--- config.mk ---
export PLATFORM = sky130hd
export DESIGN_NAME = led_indicator_drv
export DESIGN_NICKNAME = d
export VERILOG_FILES = /design/src/rtl/led_drv_pkg.sv /design/src/rtl/led_stretch_ch.sv /design/src/rtl/led_pad_reg.sv /design/src/rtl/led_indicator_drv.sv
export SDC_FILE = /design/constraint.sdc
export NUM_CORES = 1
export LEC_CHECK = 0
export BUFFER_PORTS_ARGS = -buffer_cell sky130_fd_sc_hd__buf_4
export CAP_MARGIN = 10
export CORE_ASPECT_RATIO = 0.9
export CORE_MARGIN = 5
export CORE_UTILIZATION = 44
export CTS_CLUSTER_SIZE = 40
export DETAILED_ROUTE_END_ITERATION = 6
export SYNTH_ARGS = -nofsm -noshare
export SYNTH_HDL_FRONTEND = slang
export SYNTH_SLANG_ARGS = --single-unit
export TNS_END_PERCENT = 100
--- constraint.sdc ---
create_clock -name clk -period 2.1 [get_ports clk]
set_clock_uncertainty 0.1 [all_clocks]
set_input_delay 0.105 -clock clk [delete_from_list [all_inputs] [get_ports clk]]
set_output_delay 0.105 -clock clk [all_outputs]
set_load 0.1 [all_outputs]
--- src/rtl/led_drv_pkg.sv ---
package led_drv_pkg;

    localparam int unsigned NUM_LEDS = 5;

    typedef enum logic [2:0] {
        LED_COL   = 3'd0,
        LED_ACT   = 3'd1,
        LED_LINK  = 3'd2,
        LED_SPEED = 3'd3,
        LED_POWER = 3'd4
    } led_idx_e;

    typedef enum logic {
        IND_LEVEL = 1'b0,
        IND_EVENT = 1'b1
    } ind_kind_e;

    // Which indications are events (stretchable) and which are levels
    function automatic ind_kind_e kind_of(int unsigned idx);
        if (idx == int'(LED_COL) || idx == int'(LED_ACT))
            return IND_EVENT;
        return IND_LEVEL;
    endfunction

    // Open-drain, active-low pad: lit LED means pad pulled low
    function automatic logic pad_level(logic lit);
        return ~lit;
    endfunction

endpackage

--- src/rtl/led_stretch_ch.sv ---
module led_stretch_ch
    import led_drv_pkg::*;
#(
    parameter int unsigned STRETCH_CYC = 10_000_000,
    localparam int unsigned CNT_W = $clog2(STRETCH_CYC + 1)
) (
    input  logic clk,
    input  logic rst,
    input  logic ind,
    input  logic en,
    output logic lit
);

    localparam logic [CNT_W-1:0] RELOAD = CNT_W'(STRETCH_CYC);

    logic [CNT_W-1:0] cnt;
    logic             active;

    // Timer runs independently of the enable
    always_ff @(posedge clk) begin
        if (rst)
            cnt <= '0;
        else if (ind)
            cnt <= RELOAD;
        else if (cnt != '0)
            cnt <= cnt - 1'b1;
    end

    assign active = ind || (cnt != '0);
    assign lit    = en ? active : ind;

    // every event restarts the full period
    a_r6_retrigger: assert property (@(posedge clk) disable iff (rst)
        ind |=> (cnt == RELOAD));

    // an idle running timer counts down by exactly one
    a_r5_countdown: assert property (@(posedge clk) disable iff (rst)
        (!ind && cnt != '0) |=> (cnt == $past(cnt) - 1'b1));

endmodule

--- src/rtl/led_pad_reg.sv ---
module led_pad_reg
    import led_drv_pkg::*;
#(
    parameter int unsigned WIDTH = NUM_LEDS
) (
    input  logic             clk,
    input  logic             rst,
    input  logic [WIDTH-1:0] lit,
    output logic [WIDTH-1:0] pad_n
);

    always_ff @(posedge clk) begin
        if (rst)
            pad_n <= '1;
        else
            for (int i = 0; i < int'(WIDTH); i++)
                pad_n[i] <= pad_level(lit[i]);
    end

    // reset releases every pad
    a_r1_reset_released: assert property (@(posedge clk)
        rst |=> (pad_n == '1));

endmodule

--- src/rtl/led_indicator_drv.sv ---
module led_indicator_drv
    import led_drv_pkg::*;
#(
    parameter int unsigned STRETCH_CYC = 10_000_000
) (
    input  logic                clk,
    input  logic                rst,
    input  logic                evt_col,
    input  logic                evt_act,
    input  logic                sts_link,
    input  logic                sts_speed,
    input  logic                sts_power,
    input  logic [NUM_LEDS-1:0] stretch_en,
    output logic [NUM_LEDS-1:0] led_pad_n
);

    logic [NUM_LEDS-1:0] ind_vec;
    logic [NUM_LEDS-1:0] lit_vec;

    // fixed bit positions
    assign ind_vec[LED_COL]   = evt_col;
    assign ind_vec[LED_ACT]   = evt_act;
    assign ind_vec[LED_LINK]  = sts_link;
    assign ind_vec[LED_SPEED] = sts_speed;
    assign ind_vec[LED_POWER] = sts_power;

    for (genvar g = 0; g < int'(NUM_LEDS); g++) begin : g_ch
        if (kind_of(g) == IND_EVENT) begin : g_evt
            led_stretch_ch #(
                .STRETCH_CYC (STRETCH_CYC)
            ) i_stretch (
                .clk (clk),
                .rst (rst),
                .ind (ind_vec[g]),
                .en  (stretch_en[g]),
                .lit (lit_vec[g])
            );
        end else begin : g_lvl
            // level channels ignore their stretch enable
            assign lit_vec[g] = ind_vec[g];
        end
    end

    led_pad_reg #(
        .WIDTH (NUM_LEDS)
    ) i_pads (
        .clk   (clk),
        .rst   (rst),
        .lit   (lit_vec),
        .pad_n (led_pad_n)
    );

    // level pads follow their inputs one cycle later
    a_r3_level_follow: assert property (@(posedge clk) disable iff (rst)
        1'b1 |=> (led_pad_n[4:2] == ~$past({sts_power, sts_speed, sts_link})));

    // an enabled event lights its pad on the next cycle
    a_r4_col_on: assert property (@(posedge clk) disable iff (rst)
        (evt_col && stretch_en[0]) |=> !led_pad_n[0]);
    a_r4_act_on: assert property (@(posedge clk) disable iff (rst)
        (evt_act && stretch_en[1]) |=> !led_pad_n[1]);

    // disabled stretching gives a plain one-cycle follow
    a_r7_col_bypass: assert property (@(posedge clk) disable iff (rst)
        !stretch_en[0] |=> (led_pad_n[0] == !$past(evt_col)));
    a_r7_act_bypass: assert property (@(posedge clk) disable iff (rst)
        !stretch_en[1] |=> (led_pad_n[1] == !$past(evt_act)));

endmodule

==> impl_results.md, run 1 <==
- Hold path cells: 3
- Post-Synth XOR/XNOR Area: 0.0890
- Post-route setup slack: -0.140 ns
- Synthesized flop and latch total: 53
- Worst Hold Launch: stretch_en[1]
- Peak supply drop: 0.384 mV
- Worst R2R Start: g_ch[0].g_evt.i_stretch.cnt[14]$_SDFFE_PP0P_
- Sequential share of the synthesized area: 0.415
- Cts bufs inserted: 5
- First-pass GRT wire length: between 10 and 15 mm
- Worst setup startpoint: g_ch[0].g_evt.i_stretch.cnt[14]$_SDFFE_PP0P_
- HP Class: primary input to flip-flop
- Adder-cell share of the synthesized area: 0.0196
- Failing checks: setup timing
- Clock Tree Buf Depth: 2
- Placement Cell Area: 2960 um^2
- Slew @ Worst Pin: about 0.43 ns
- Vias per inst: 5.54
- Cell taking the most area after synthesis: dfxtp_1
- Synth Area in Compound Gates: 0.130
- Worst skew pair latency: roughly 0.30 ns
- Power per cell area: about 750 nW/um^2
- Post-synth EDFFs: 0
- Required time of the critical path: ~2.2 ns
- Die area: 7440 um^2
- Vias after detailed routing: 2272
- Min Tclk post-route: 2.24 ns
- Crit start category: flip-flop
- Crit path DAT: approximately 2.3 ns
- Nets: 355
- Rows: 26
- Vias in the first global route: 2117
- Die H: 82.3 um
- Routed len/inst: 14.8 um
- Layout cells sized above 1: 0.274
- Post-Synth Simple-Gate Area: 0.294
- Setup WS pre-CTS: -0.137 ns
- Hold Fails Final Rpt: 0
- Setup repair after global routing missed its margin: true
- All-layer global routing usage: 0.167
- Drt first pass iters: 4
- Syn Area/Cell: 8.79 um^2
- Reg clk slew, reported paths: 0.09 ns
- Total Wirelength: 6.08 mm
- Max_slew headroom: 0.712
- Routability cong.: 0.865
- Fin area: 3240 um^2
- I/O pins: 17
- Total core area: around 5700 um^2
- Largest net degree at the start of global routing: 27
- Yosys cell types: 46
- I/O Buffers: 13
- DP Wirelength: 3.90 mm
- CTS Root Cell: clkbuf_8
- Yosys top cell area share: 0.415
- Main synth FF type: dfxtp_1
- Critical path type: flip-flop to flip-flop
- Count leader, synth: dfxtp_1
- Worst Setup End Kind: flip-flop
- FFs w/ async S/R, synth: 0
- Most frequent cells after synthesis: dfxtp_1 (53), nor2_1 (34), a21oi_1 (17)
- CTS sink cnt: 53
- Highest Clock Rate: between 400 and 500 MHz
- Synth warn: 0
- Initial DRC Count: 124
- Largest family of logic cells by synthesized area: simple AND/OR/NAND/NOR gates
- Multiplexer share of the synthesized area: 0.0161
- Grt ovf: 0
- Critical Path Fanout Max: 6
- Slew Limit Fails: 0
- Die width: 90.4 um
- Synth Cell Area: between 2000 and 3000 um^2
- Final ANT Viol Nets: 0
- DRC errors left: 0
- Status: complete, but fails checks
- Max-cap viol count: 0
- Synth-to-layout area growth: 26.9%
- Setup violations, final: 20
- Initial antenna violation count: 0
- Lkg Pwr: 0.00124 uW
- Final Cycle Share: 1.07
- # diodes: 0
- Post-synth net total: 307
- Design Power: 2420 uW
- H-tree levels: 2
- Synth area leaders: dfxtp_1 (41%), xor2_1 (5.5%), nor2_1 (5.0%), nor4_1 (3.4%), or3_1 (3.4%)
- Initial core utilization: 0.452
- Syn Inst Count: around 290
- CTS tree: yes
- Cells on worst reg2reg path: 6
==> cell usage in the layout, fill, tap and decap left out, types with 2 or more instances in the layout <==
cell,netlist,layout
or2_2,3,3
o31ai_1,8,6
nand4b_1,2,2
or4b_4,1,4
and2_1,2,2
xor2_1,16,16
o31ai_2,0,2
nand3_1,4,3
nor4_2,0,2
inv_1,6,6
xnor2_1,10,9
nand2_1,11,11
dlygate4sd3_1,0,4
dfxtp_1,53,50
nor4_4,0,2
o211ai_1,5,5
nor4_1,14,10
nor3_2,1,2
nand2b_1,4,4
buf_4,0,47
ha_1,4,3
or4_4,3,4
clkbuf_1,9,3
or3_1,14,13
dfxtp_2,0,3
mux2i_1,3,3
nand4_1,9,9
nor3_1,9,7
nor2_1,34,33
o21ai_0,8,8
clkbuf_8,0,5
or2_4,1,2
a31oi_1,8,8
a21oi_1,17,16
or4_1,10,9
==> final cells by class <==
class | count | area [um^2]
multi-input cells | 220 | 1580
flip-flops and latches | 53 | 1060
fillers | 524 | 2420
repair buffers | 52 | 404
well taps | 70 | 87.6
inverters | 7 | 26.3
clock buffers | 8 | 80.1
==> registers in the layout, indices dropped and copies added, names as in the netlist <==
register,count
g_ch.g_evt.i_stretch.cnt,48
i_pads.pad_n,5
==> routing by layer <==
metal / part of all wire / GRT usage / up-vias
met1: 0.51 / 0.238 / 1057
met3: 0.036 / 0.0326 / 4
met4: 0.0077 / 0.0402 / 0
met5: 0 / 0 / -
li1: - / - / 1171
met2: 0.44 / 0.263 / 40
==> per-stage QoR <==
step                      utilization  hold slack [ns]  setup TNS (ns)  cells
after detailed placement        0.522            0.180           -1.66    395
final                           0.573           0.0244           -1.39    410
after global routing            0.573           0.0660           -2.99    410
after CTS                       0.557           0.0183          -0.722    409
after global placement          0.522            0.178           -1.05    395
after floorplan                     -           0.0787          -0.553    291
==> cell families after synthesis <==
family | after synthesis
muxes | 4
AOI/OAI and AO/OA | 53
xor gates and xnor gates | 26
and+or+nand+nor | 131
adders and majority gates | 4
buffers and inverters | 20
DFF | 53
==> worst max-delay path, cell delays in order (launching register included) <==
cell	delay, ns
dfxtp_2	0.33
or4_4	0.58
buf_4	0.16
or4b_4	0.52
o211ai_1	0.22
xor2_1	0.16
nor2_1	0.05
==> power by group <==
group	internal, uW	leakage, uW	total, uW	switching [uW]
sequential	1080	0.000438	1150	71.8
combinational	340	0.000762	717	377
clock	238	0.0000395	556	318
==> worst paths after layout <==
kind / to / slack [ns]
worst max-delay path: g_ch[0].g_evt.i_stretch.cnt[3]$_SDFFE_PP0P_ / -0.14
worst min-delay path: i_pads.pad_n[1]$_SDFF_PP1_ / 0.02
worst max register to register: g_ch[0].g_evt.i_stretch.cnt[3]$_SDFFE_PP0P_ / -0.14
worst min register to register: g_ch[0].g_evt.i_stretch.cnt[11]$_SDFFE_PP0P_ / 0.39
==> what timing repair did <==
action / in CTS / in global routing
pin swaps: 14 / 15
hold buffers: 4 / 0
setup endpoints to repair: 24 / 42
hold endpoints to repair: 5 / 0
setup buffers: 0 / 1
cloned: 2 / 0
gates resized for setup: 11 / 15
(Power assumes the default switching activity.)
==> inputs of run 2 (changes only) <==
--- a/config.mk
+++ b/config.mk
@@ -5,6 +5,7 @@
 export SDC_FILE = /design/constraint.sdc
 export NUM_CORES = 1
 export LEC_CHECK = 0
+export ABC_AREA = 1
 export BUFFER_PORTS_ARGS = -buffer_cell sky130_fd_sc_hd__buf_4
 export CAP_MARGIN = 10
 export CORE_ASPECT_RATIO = 0.9
==> constraint.sdc (replaced) <==
create_clock -name clk -period 2.3 [get_ports clk]
set_clock_uncertainty 0.1 [all_clocks]
set_input_delay 0.115 -clock clk [delete_from_list [all_inputs] [get_ports clk]]
set_output_delay 0.115 -clock clk [all_outputs]
set_load 0.1 [all_outputs]
==> run 2 against run 1 <==
  * The flow now finishes without violations
  * Sequential share of layout area down 0.95 points
  * Worst setup slack improved by 0.52 ns
  * Critical path depth is 1 higher
  * Count of clock-buffer cells in the layout fell by 1
  * Core utilization is 6.8 points lower
  * Non-clock buffer count decreased by 32
  * Clock power increased by 18%
  * Via count rose by 21%
  * Routed wire length increased by 17%
  * Global-route usage grew 0.57 points
  * Largest cell class unchanged
==> impl_results.md, run 2 <==
- Status: complete, no violations
- Nets: 477
- Final ANT Viol Nets: 0
- Reg clk slew, reported paths: 0.10 ns
- Main synth FF type: dfxtp_1
- Synth area leaders: dfxtp_1 (36%), nand2_1 (13%), nor2_1 (12%), nand3_1 (7.9%), nor2_2 (4.2%)
- Setup violations, final: 0
- Clock network fraction of total power: 0.277
- Crit path DAT: about 2.0 ns
- Reg with most FFs: g_ch.g_evt.i_stretch.cnt
- Sequential share of the synthesized area: 0.356
- FFs w/ async S/R, synth: 0
- Lkg Pwr: 0.00151 uW
- CP bufs+invs: 1
- Cts bufs inserted: 5
- Final Cycle Share: 0.834
- Post-Synth XOR/XNOR Area: 0.0588
- Sw frac: 0.339
- Count leader, synth: nand2_1
- WHS: 0.0345 ns
- Synth Area in Compound Gates: 0.0639
- Int Power: 1560 uW
- CP cell instances: inv_1 -> ha_1 -> nand2_1 -> nor2_2 -> nand3_2 -> nand3_1 -> a21oi_1
- Initial core utilization: 0.452
- Grt ovf: 0
- Vias per inst: 4.98
- Power per cell area: 710 nW/um^2
- Slew Limit Fails: 0
- Die area: 8510 um^2
- Synth Cell Area: 2980 um^2
- Setup repair after global routing missed its margin: false
- CTS sink cnt: 53
- Min Tclk post-route: 1.92 ns
- Max-cap viol count: 0
- Largest registers: g_ch.g_evt.i_stretch.cnt x48, i_pads.pad_n x5
- Synth warn: 0
- Critical R2R Capture: g_ch[0].g_evt.i_stretch.cnt[7]$_SDFFE_PP0N_
- Slowest cell on crit path: nand3_2
- H-tree levels: 2
- Total Wirelength: 7.09 mm
- Critical Path Fanout Max: 20
- Routability cong.: 0.884
- Drt first pass iters: 5
- Worst R2R Start: g_ch[0].g_evt.i_stretch.cnt[0]$_SDFFE_PP0P_
- Hold path cells: 2
- Die H: 88.0 um
- Max_slew headroom: 0.632
- Largest net degree at the start of global routing: 21
- I/O Buffers: 13
- Worst skew pair latency: about 0.30 ns
- Most frequent cells in the layout: nand2_1 (103), nor2_1 (96), dfxtp_1 (53), nand3_1 (47), inv_1 (29)
- Die width: 96.7 um
- Yosys top cell area share: 0.356
- Required time of the critical path: 2.39 ns
- All-layer global routing usage: 0.173
- Initial DRC Count: 211
- Rows: 28
- Post-synth EDFFs: 0
- Synth-to-layout area growth: 11.9%
- Largest family of logic cells by synthesized area: simple AND/OR/NAND/NOR gates
- Hold Fails Final Rpt: 0
- Routed len/inst: between 10 and 15 um
- Syn Inst Count: 441
- Post-Synth Simple-Gate Area: 0.450
- Initial antenna violation count: 0
- PostCTS Resize Cnt: 0
- CTS tree: yes
- HP Class: primary input to flip-flop
- # diodes: 0
- Cell taking the most area after synthesis: dfxtp_1
- Vias after detailed routing: 2750
- First-pass GRT wire length: 12.0 mm
- Clock Tree Buf Depth: 2
- DRC errors left: 0
- Setup TNS: 0 ns
- Hold EP: g_ch[1].g_evt.i_stretch.cnt[19]$_SDFFE_PP0N_
- Vias in the first global route: 2442
- Synthesized flop and latch total: 53
- Worst Hold Launch: rst
- CTS Root Cell: clkbuf_8
- Post-synth net total: 457
- Multiplexer share of the synthesized area: 0
- Seq pwr share: 0.441
- DP Wirelength: 5.34 mm
- Top Family by Delay on Critical Path: simple AND/OR/NAND/NOR gates
- Syn Area/Cell: 6.75 um^2
- Comb pwr share: 0.281
- I/O pins: 17
- Hold buffer count at cts: 7
- Cells on worst reg2reg path: 7
- Worst Setup End Kind: flip-flop
- Crit start category: flip-flop
- Reg-to-reg setup timing slack: 0.38 ns
- Layout cells sized above 1: 0.123
- Switching power: about 800 uW
- Peak supply drop: 0.267 mV
- Critical path type: flip-flop to flip-flop
- Yosys cell types: 30
- Post-CTS setup buffers: 0
- Total core area: 6590 um^2
- Most frequent cells after synthesis: nand2_1 (103), nor2_1 (96), dfxtp_1 (53)
- Adder-cell share of the synthesized area: 0.0168
- Most common cell after layout, fill and taps aside: nand2_1
- Highest Clock Rate: 522 MHz
- Max reg flops: 48
- Crit-path max cell delay: roughly 0.37 ns
- Slew @ Worst Pin: 0.552 ns
## run 2: worst max path at each step
stage,from,end,cells past startpoint
floorplan,g_ch[0].g_evt.i_stretch.cnt[0]$_SDFFE_PP0P_,g_ch[0].g_evt.i_stretch.cnt[22]$_SDFFE_PP0P_,8
global placement,g_ch[0].g_evt.i_stretch.cnt[0]$_SDFFE_PP0P_,g_ch[0].g_evt.i_stretch.cnt[12]$_SDFFE_PP0N_,7
detailed placement,g_ch[0].g_evt.i_stretch.cnt[0]$_SDFFE_PP0P_,g_ch[0].g_evt.i_stretch.cnt[7]$_SDFFE_PP0N_,7
CTS,g_ch[0].g_evt.i_stretch.cnt[0]$_SDFFE_PP0P_,g_ch[0].g_evt.i_stretch.cnt[7]$_SDFFE_PP0N_,7
global route,g_ch[0].g_evt.i_stretch.cnt[0]$_SDFFE_PP0P_,g_ch[0].g_evt.i_stretch.cnt[19]$_SDFFE_PP0N_,7
finish,g_ch[0].g_evt.i_stretch.cnt[0]$_SDFFE_PP0P_,g_ch[0].g_evt.i_stretch.cnt[7]$_SDFFE_PP0N_,7
## run 2: power by group through the flow
stage,logic (uW),clock network (uW),registers [uW]
after floorplan,492,0,1090
after global placement,641,0,1060
after detailed placement,647,0,1060
after CTS,660,674,1040
after global routing,757,709,1050
final,666,656,1040
## run 2: cell families after synthesis
kind of cell | after synthesis
adder cells (fa/ha/maj) | 4
flip-flops | 53
AO/OA/AOI/OAI | 33
XOR/XNOR | 20
buffers and inverters | 38
AND/OR/NAND/NOR | 293
## run 2: routing by layer
metal	track usage	share of wire	wire, um	up-vias
met5	0	0	0	-
met4	0.0383	0.0071	50	0
met3	0.0390	0.066	466	6
met2	0.236	0.37	2650	91
met1	0.272	0.55	3920	1204
li1	-	-	-	1449
## run 2: layout make-up
class / instances / area, um^2
Fill cell: 688 / 3260
Multi-Input combinational cell: 350 / 1760
Sequential cell: 53 / 1060
Timing Repair Buffer: 20 / 168
Inverter: 31 / 116
Tap cell: 90 / 113
Clock buffer: 7 / 86.3
Clock inverter: 1 / 30.0
## run 2: metrics by stage
| step | cells | utilization | power [uW] | setup slack (ns) | instance area (um^2) |
|---|---|---|---|---|---|
| after global routing | 552 | 0.506 | 2520 | 0.228 | 3330 |
| final | 552 | 0.506 | 2370 | 0.383 | 3330 |
| after floorplan | 441 | - | 1580 | 0.832 | 2980 |
| after detailed placement | 537 | 0.477 | 1710 | 0.412 | 3140 |
| after global placement | 537 | 0.477 | 1710 | 0.455 | 3140 |
| after CTS | 552 | 0.506 | 2380 | 0.391 | 3330 |
